===== src/rtl/spec_agen_pkg.sv =====
package spec_agen_pkg;
  typedef enum logic [1:0] {
    AG_FULL  = 2'b00,
    AG_OR    = 2'b01,
    AG_SHORT = 2'b10,
    AG_RSVD  = 2'b11
  } ag_mode_e;
endpackage


===== src/rtl/spec_agen_fast.sv =====
module spec_agen_fast
  import spec_agen_pkg::*;
#(
  parameter int ADDR_W = 64,
  parameter int GRP_W  = 8
) (
  input  logic [ADDR_W-1:0] opa,
  input  logic [ADDR_W-1:0] opb,
  input  ag_mode_e          mode,
  output logic [ADDR_W-1:0] fast_addr,
  output logic              fast_err,
  output logic              fast_spec
);
  localparam int NGRP = ADDR_W / GRP_W;
  localparam logic [NGRP-1:0] LOW_MASK = {1'b0, {(NGRP-1){1'b1}}};

  logic [ADDR_W-1:0] or_addr;
  logic [ADDR_W-1:0] seg_addr;
  logic [ADDR_W-1:0] full_addr;
  logic [NGRP-1:0]   grp_cout;
  logic              or_err;
  logic              seg_err;

  assign or_addr   = opa | opb;
  assign full_addr = opa + opb;
  assign or_err    = |(opa & opb);

  for (genvar g = 0; g < NGRP; g++) begin : g_seg
    logic [GRP_W:0] gsum;
    assign gsum = {1'b0, opa[g*GRP_W +: GRP_W]} + {1'b0, opb[g*GRP_W +: GRP_W]};
    assign seg_addr[g*GRP_W +: GRP_W] = gsum[GRP_W-1:0];
    assign grp_cout[g] = gsum[GRP_W];
  end

  assign seg_err = |(grp_cout & LOW_MASK);

  always_comb begin
    fast_addr = full_addr;
    fast_err  = 1'b0;
    fast_spec = 1'b0;
    unique case (mode)
      AG_OR: begin
        fast_addr = or_addr;
        fast_err  = or_err;
        fast_spec = 1'b1;
      end
      AG_SHORT: begin
        fast_addr = seg_addr;
        fast_err  = seg_err;
        fast_spec = 1'b1;
      end
      default: begin
        fast_addr = full_addr;
        fast_err  = 1'b0;
        fast_spec = 1'b0;
      end
    endcase
  end
endmodule


===== src/rtl/spec_agen_replay.sv =====
module spec_agen_replay #(
  parameter int ADDR_W = 64
) (
  input  logic              clk,
  input  logic              rst_n,
  input  logic              req_vld,
  input  logic              req_err,
  input  logic [ADDR_W-1:0] opa,
  input  logic [ADDR_W-1:0] opb,
  output logic              replay,
  output logic [ADDR_W-1:0] fix_addr
);
  logic [ADDR_W-1:0] opa_q, opa_d;
  logic [ADDR_W-1:0] opb_q, opb_d;
  logic              rep_q, rep_d;

  always_comb begin
    opa_d = opa_q;
    opb_d = opb_q;
    rep_d = 1'b0;
    if (req_vld) begin
      opa_d = opa;
      opb_d = opb;
      rep_d = req_err;
    end
  end

  always_ff @(posedge clk or negedge rst_n) begin
    if (!rst_n) begin
      opa_q <= '0;
      opb_q <= '0;
      rep_q <= 1'b0;
    end else begin
      opa_q <= opa_d;
      opb_q <= opb_d;
      rep_q <= rep_d;
    end
  end

  assign replay   = rep_q;
  assign fix_addr = opa_q + opb_q;

  assert_fix_holds_R7: assert property (@(posedge clk) disable iff (!rst_n)
    !$past(req_vld) |-> $stable(fix_addr));
  assert_replay_needs_req_R5: assert property (@(posedge clk) disable iff (!rst_n)
    replay |-> $past(req_vld));
endmodule


===== src/rtl/spec_agen_stats.sv =====
module spec_agen_stats #(
  parameter int CNT_W = 32
) (
  input  logic             clk,
  input  logic             rst_n,
  input  logic             hit_inc,
  input  logic             rep_inc,
  output logic [CNT_W-1:0] hit_cnt,
  output logic [CNT_W-1:0] replay_cnt
);
  localparam logic [CNT_W-1:0] CNT_MAX = {CNT_W{1'b1}};

  logic [CNT_W-1:0] hit_q, hit_d;
  logic [CNT_W-1:0] rep_q, rep_d;
  logic             hit_en, rep_en;

  assign hit_en = hit_inc && (hit_q != CNT_MAX);
  assign rep_en = rep_inc && (rep_q != CNT_MAX);

  always_comb begin
    hit_d = hit_q;
    rep_d = rep_q;
    if (hit_en) hit_d = hit_q + 1'b1;
    if (rep_en) rep_d = rep_q + 1'b1;
  end

  always_ff @(posedge clk or negedge rst_n) begin
    if (!rst_n) begin
      hit_q <= '0;
      rep_q <= '0;
    end else begin
      hit_q <= hit_d;
      rep_q <= rep_d;
    end
  end

  assign hit_cnt    = hit_q;
  assign replay_cnt = rep_q;

  assert_hit_sat_R10: assert property (@(posedge clk) disable iff (!rst_n)
    (hit_q == CNT_MAX) |=> (hit_q == CNT_MAX));
  assert_rep_sat_R10: assert property (@(posedge clk) disable iff (!rst_n)
    (rep_q == CNT_MAX) |=> (rep_q == CNT_MAX));
  assert_hit_step_R8: assert property (@(posedge clk) disable iff (!rst_n)
    $past(hit_inc) || $stable(hit_q));
  assert_rep_step_R9: assert property (@(posedge clk) disable iff (!rst_n)
    $past(rep_inc) || $stable(rep_q));
endmodule


===== src/rtl/spec_agen.sv =====
module spec_agen
  import spec_agen_pkg::*;
#(
  parameter int ADDR_W = 64,
  parameter int GRP_W  = 8,
  parameter int CNT_W  = 32
) (
  input  logic              clk,
  input  logic              rst_n,
  input  logic              req_vld,
  input  logic [1:0]        mode,
  input  logic [ADDR_W-1:0] base,
  input  logic [ADDR_W-1:0] index,
  output logic              spec_vld,
  output logic [ADDR_W-1:0] spec_addr,
  output logic              replay,
  output logic [ADDR_W-1:0] fix_addr,
  output logic [CNT_W-1:0]  hit_cnt,
  output logic [CNT_W-1:0]  replay_cnt
);
  ag_mode_e mode_e;
  logic     fast_err;
  logic     fast_spec;
  logic     hit_inc;
  logic     rep_inc;

  assign mode_e = ag_mode_e'(mode);

  spec_agen_fast #(.ADDR_W(ADDR_W), .GRP_W(GRP_W)) u_fast (
    .opa       (base),
    .opb       (index),
    .mode      (mode_e),
    .fast_addr (spec_addr),
    .fast_err  (fast_err),
    .fast_spec (fast_spec)
  );

  spec_agen_replay #(.ADDR_W(ADDR_W)) u_replay (
    .clk      (clk),
    .rst_n    (rst_n),
    .req_vld  (req_vld),
    .req_err  (fast_err),
    .opa      (base),
    .opb      (index),
    .replay   (replay),
    .fix_addr (fix_addr)
  );

  assign spec_vld = req_vld;
  assign hit_inc  = req_vld && fast_spec && !fast_err;
  assign rep_inc  = req_vld && fast_err;

  spec_agen_stats #(.CNT_W(CNT_W)) u_stats (
    .clk        (clk),
    .rst_n      (rst_n),
    .hit_inc    (hit_inc),
    .rep_inc    (rep_inc),
    .hit_cnt    (hit_cnt),
    .replay_cnt (replay_cnt)
  );

  // guess wrong <=> replay, judged against the registered true sum
  assert_replay_iff_miss_R5: assert property (@(posedge clk) disable iff (!rst_n)
    $past(spec_vld) |-> (replay == (fix_addr != $past(spec_addr))));
  assert_full_no_replay_R3: assert property (@(posedge clk) disable iff (!rst_n)
    (spec_vld && (mode == 2'b00 || mode == 2'b11)) |=> !replay);
  assert_seg_err_matches_R2: assert property (@(posedge clk) disable iff (!rst_n)
    (spec_vld && mode == 2'b10) |-> (fast_err == (spec_addr != base + index)));
  assert_or_err_matches_R1: assert property (@(posedge clk) disable iff (!rst_n)
    (spec_vld && mode == 2'b01) |-> (fast_err == (spec_addr != base + index)));
endmodule


===== config.mk =====
export PLATFORM = sky130hd
export DESIGN_NAME = spec_agen
export DESIGN_NICKNAME = d
export VERILOG_FILES = /design/src/rtl/spec_agen_pkg.sv /design/src/rtl/spec_agen_fast.sv /design/src/rtl/spec_agen_replay.sv /design/src/rtl/spec_agen_stats.sv /design/src/rtl/spec_agen.sv
export SDC_FILE = /design/constraint.sdc
export NUM_CORES = 1
export LEC_CHECK = 0
export BUFFER_PORTS_ARGS = -buffer_cell sky130_fd_sc_hd__buf_2
export CELL_PAD_IN_SITES_DETAIL_PLACEMENT = 1
export CELL_PAD_IN_SITES_GLOBAL_PLACEMENT = 2
export CORE_UTILIZATION = 31
export CTS_CLUSTER_SIZE = 8
export DETAILED_ROUTE_END_ITERATION = 12
export GPL_TIMING_DRIVEN = 1
export PLACE_DENSITY = 0.81
export REMOVE_ABC_BUFFERS = 1
export SLEW_MARGIN = 25
export SYNTH_ARGS = -nofsm -noshare
export SYNTH_HDL_FRONTEND = slang
export SYNTH_SLANG_ARGS = --single-unit

===== constraint.sdc =====
create_clock -name clk -period 3.9 [get_ports clk]
set_input_delay 0.195 -clock clk [delete_from_list [all_inputs] [get_ports clk]]
set_output_delay 0.195 -clock clk [all_outputs]
set_load 0.005 [all_outputs]

After elaboration in Yosys (flattened, before gate mapping) --
Index checks and enable logic that the tools add are counted. Widths: inputs -> output; s select.
Cells by class: bitwise operators 2, reductions and logical operators 9, add/sub/neg operators 12, muxes and demuxes 4, equal/unequal tests 4
Operator list (number):
- $add 64x64->64 | 2
- $pmux 64 s2 | 1
- $add 32x1->32 const B | 2
- $and 64x64->64 | 1
- $ne 32x32->1 const B | 2
- $or 64x64->64 | 1
- $reduce_or 64->1 | 1
- $add 8x8->9 | 7
- $add 8x8->8 | 1
- $reduce_or 7->1 | 1
- $logic_and 1x1->1 | 5
- $eq 2x1->1 const B | 1
- $eq 2x2->1 const B | 1
- $mux 1 | 2
- $pmux 1 s2 | 1
- $reduce_or 2->1 | 1
- $logic_not 1->1 | 1
Word-level totals: register bits 193, word-level logic and storage cells 36, input port bits 133, output and inout port bits 194

Depth between registers and ports, before layout --
depth after elaboration 6, gate-level depth with buffers 14, depth with buffers taken out 14

Hierarchy --
A second synthesis with hierarchy kept.
Second synthesis, totals: cells, all modules 2213, area, all modules 19014.5 um^2
Modules (own cells, without submodules):
- spec_agen_replay | area each 8630.8 um^2, times used 1, seq. area each 3228.1 um^2, cells an instance 851
- spec_agen_fast | area each 7161.9 um^2, times used 1, seq. area each 0.0 um^2, cells an instance 1073
- spec_agen_stats | area each 3198.1 um^2, times used 1, seq. area each 1601.5 um^2, cells an instance 286
- spec_agen | area each 23.8 um^2, times used 1, seq. area each 0.0 um^2, cells an instance 3

Least setup slack after synthesis --
No wires, ideal clock.
kind input to output, start point input port base[0], end point output port spec_addr[58], path buffers 0, required time 3.705 ns, stages on the path 14, slack 0.165 ns, arrival time 3.540 ns, path through ha_1 > inv_1 > fa_1 > nand2b_1 > a21oi_2 > o22a_2 > a21oi_2 > o41a_1 > o41a_1 > o41a_1 > o31ai_4 > a31o_4 > nor3_1 > or3_1
Between the ends: word-level cells in the longest chain between the ends 2
Ends and longest elaborated chain:
- from (decl) | RTL line spec_agen.sv:12 | input logic [ADDR_W-1:0] base,
- $add 64x64->64 | RTL line spec_agen_fast.sv:25 | assign full_addr = opa + opb;
- $pmux 64 s2 | RTL line spec_agen_fast.sv:41 | unique case (mode)
- to (decl) | RTL line spec_agen.sv:15 | output logic [ADDR_W-1:0] spec_addr,
Every way passes these cells.

Worst setup path after layout --
start point register u_replay.opa_q[0], end point output port fix_addr[62]
Between the ends: word-level cells in the longest chain between the ends 1
Ends and longest elaborated chain:
- from (decl) | RTL line spec_agen_replay.sv:13 | logic [ADDR_W-1:0] opa_q, opa_d;
- from (signal assigned) | RTL line spec_agen_replay.sv:34 | opa_q <= opa_d;
- $add 64x64->64 | RTL line spec_agen_replay.sv:41 | assign fix_addr = opa_q + opb_q;
- to (decl) | RTL line spec_agen.sv:17 | output logic [ADDR_W-1:0] fix_addr,
Every way passes these cells.

==> flow_summary.yaml <==
outcome:
  status: "finished with violations"
  violations: "negative setup slack"
die:
  placeableCoreArea_sq_mm: 0.0567
  die-area_sq_mm: 0.0586
  io_pins: 327
  die_h_um: 242
  die_x_um: 242
  start_util_pct: 31.5
  std_cell_rows: 87
power_and_ir_drop:
  seqPwrFrac_pct: 26.6
  switching_share_pct: 41.2
  peakVddDrop_uv: 356
  p_sw_mw: 3.62
  p_comb_share_pct: 50.9
  p_clk_share_pct: 22.5
  power.density_mw_per_mm2: 361
  leakage_nw: 11.7
  p_int_mw: 5.16
timing:
  hold_violations: 0
  rsz0062_at_grt: "true"
  setup_viol: 19
  fmax_mhz: 228
  fin_worst_skew_ps: 12.1
  worstMarginPinSlew_ps: 1060
  slew_headroom_pct: 28.9
  fin_crit_sh_pct: 112
  min_period_ps: 4380
  setup_ws_ps: -478
  finalMaxSlewViolations: 0
placed_design:
  hpwl_mm: 58.3
  pre_cts_ws_ps: -449
  placed_area_sq_mm: 0.0215
  gp_congestion: 0.892
  port_buffers: 326
route:
  routedWlPerCell_um: 22.2
  drc: 0
  wl_met3_mm: 4.29
  routed_wl_mm: 75.7
  drt_iter0_markers: 932
  viasPerCell: 5.39
  num_vias: 18400
  met2_length_mm: 37.7
  drtPass1Iterations: 6
  drtAntennaViolNets: 0
  routed.top_layer: "met5"
  met1Wirelength_mm: 31.7
logic_synthesis:
  ys_seq_elements: 193
  synth_fa_ha_area_share_pct: 14.7
  async_flop_share_pct: 100
  synth_edf_count: 0
  ys.flop_type: "dfrtp_1"
  synth_mux_area_share_pct: 8.44
  synth-xor-area-share_pct: 9.60
  syn_area_per_cell_sq_um: 8.67
  synth_compound_area_share_pct: 20.4
  ys_seq_area_share_pct: 27.0
  syn_inst: 2063
  synth-simple-area-share_pct: 13.8
  ys_warn_count: 0
  synth_cell_types: 75
  netlist_area_sq_mm: 0.0179
  synth_top_family_by_area: "compound AO/OA/AOI/OAI gates"
setup_path:
  r2r_slack_ps: 1130
  worstSetupPathType: "register to primary output"
  worst-path-buf-inv: 3
  setup.worst_path.end_class: "primary output"
  slowest_delay_ps: 390
  crit_arrival_ps: 4180
  cp-start-kind: "register"
  cp_slowest_cell: "dfrtp_1"
  rr_startpoint: "u_stats.replay_cnt[10]$_DFFE_PN0P_"
  path_delay_family: "compound AO/OA/AOI/OAI gates"
  path_cells: "ha_2 > fa_2 > a211oi_4 > o211ai_1 > a31oi_1 > o21ba_2 > o21ai_4 > a31oi_1 > buf_4 > o311ai_4 > a41oi_2 > buf_4 > o21ai_4 > a221oi_2 > xnor2_1 > buf_2"
  rr_worst_depth: 9
  required_ps: 3700
  reg2reg_to: "u_stats.replay_cnt[15]$_DFFE_PN0P_"
  critical_path.max_fanout: 3
clock_network:
  cts_sinks: 193
  cts_buffers: 17
  clk_latency_ps: 520
  cts_tree: "yes"
  clock_path_buffers: 2
  clk_pin_slew_ps: 90
  cts_root_buf: "clkbuf_16"
  h-tree-depth: 4
grt:
  first_global_vias: 20000
  grtUsageTotal_pct: 25.6
  grt_max_degree: 83
  antenna_found_initial: 6
  gr-total-overflow: 0
  grt_pass1_wl_mm: 117
finish:
  final_layout_size_suffix_gt1_share_pct: 31.1
  fin_nets: 2968
  postLayoutCellArea_sq_mm: 0.0243
  syn2layout_area_growth_pct: 36.0
worst_hold_path:
  worstHoldEndpoint: "u_replay.opa_q[54]$_DFFE_PN0P_"
  hold_path_startpoint: "base[54]"
  hp-class: "primary input to register"
  min_path_cells: 2
flow_run:
  drv_cap: 0
## state kept, by name, indices dropped and copies added (netlist names)
name and cells:
u_replay.opa_q 64, u_replay.replay 1, u_stats.replay_cnt 32, u_stats.hit_cnt 32, u_replay.opb_q 64
## layout make-up
cell class	count	area, sq um
fillers	6691	32400
multi-input cells	1584	12700
flip-flops and latches	193	4830
repair buffers	652	4500
well taps	756	946
inverters	183	687
clock buffers	17	425
clock inverters	15	223
diodes	5	12.5
## what timing repair did
item                                    in CTS  in global routing
endpoints found under the setup margin      39                 53
gates resized for setup                    118                 39
pin swaps                                   61                 39
hold buffers                               118                  0
endpoints found under the hold margin      197                  0
buffers inserted                            21                 16
## stage by stage
step | util, % | instances | TNS (ps) | hold slack, ps | power (mW)
3_5_place_dp | 37.9 | 3227 | -4000 | 315 | 6.33
6_report | 42.9 | 3405 | -4620 | 38.3 | 8.77
3_3_place_gp | 37.9 | 3227 | -3200 | 301 | 6.24
5_1_grt | 42.9 | 3405 | -8130 | 28.5 | 9.28
2_1_floorplan | - | 1960 | -2060 | -101 | 4.47
4_1_cts | 42.5 | 3395 | -4980 | 0.466 | 8.72
## cell families (layout without fill, tap and decap cells)
group / Yosys count / count (layout)
simple gates: 490 / 490
mux: 134 / 134
compound gates: 560 / 560
xor+xnor: 196 / 196
fa+ha+maj: 204 / 204
flops: 193 / 193
other cells: 0 / 5
buf+inv: 286 / 867
## worst max path at each step
stage,start,end,slack [ps],cells after the start
finish,u_replay.opa_q[0]$_DFFE_PN0P_,fix_addr[62],-480,16
CTS,u_replay.opa_q[0]$_DFFE_PN0P_,fix_addr[62],-590,17
global route,u_replay.opa_q[0]$_DFFE_PN0P_,fix_addr[60],-620,16
detailed placement,u_replay.opb_q[0]$_DFFE_PN0P_,fix_addr[62],-450,17
floorplan,mode[0],u_stats.hit_cnt[25]$_DFFE_PN0P_,-140,9
global placement,u_replay.opb_q[0]$_DFFE_PN0P_,fix_addr[62],-370,17
## layout by cell type, fill, tap and decap left out, drive strengths merged, types with 82 or more instances in the layout
master	n
mux2	134
nand2	139
ha	195
dlygate4sd3	118
a21o	82
xnor2	138
dfrtp	193
nor2	96
inv	189
buf	533
a21oi	164
o21ai	110
## per-layer routing
| layer | vias up | GRT usage (%) |
|---|---|---|
| li1 | 8505 | - |
| met1 | 9240 | 31.0 |
| met2 | 496 | 45.0 |
| met3 | 107 | 5.68 |
| met4 | 2 | 7.91 |
| met5 | - | 0 |
## synthesized netlist by cell type, types with 58 or more instances
library cell,number,area share (%)
dfrtp_1,193,27
xor2_1,58,2.8
nand4_1,69,2.4
mux2_2,134,8.4
o21ai_0,104,2.9
a21oi_1,162,4.5
xnor2_1,138,6.8
inv_1,182,3.8
nor2_1,95,2.0
nand2_1,139,2.9
a21o_1,82,3.4
ha_1,195,14
clkbuf_1,90,1.9
## power groups by stage
stage	sequential [mW]	clock (mW)	combinational (mW)
after CTS	2.33	2.04	4.36
after global routing	2.36	2.10	4.83
after floorplan	2.33	0	2.14
after global placement	2.34	0	3.90
after detailed placement	2.36	0	3.97
final	2.33	1.97	4.47
## worst reg2reg max path, cell delays in order (launching register included)
cell and delay [ps]:
dfrtp_1 460, nand4_1 120, nor3_1 260, and3_1 300, nand2_1 120, or3b_2 500
o21a_1 250, and3_1 270, and3_1 220, xor2_1 150
No activity file was read; power rests on OpenSTA's default activity.
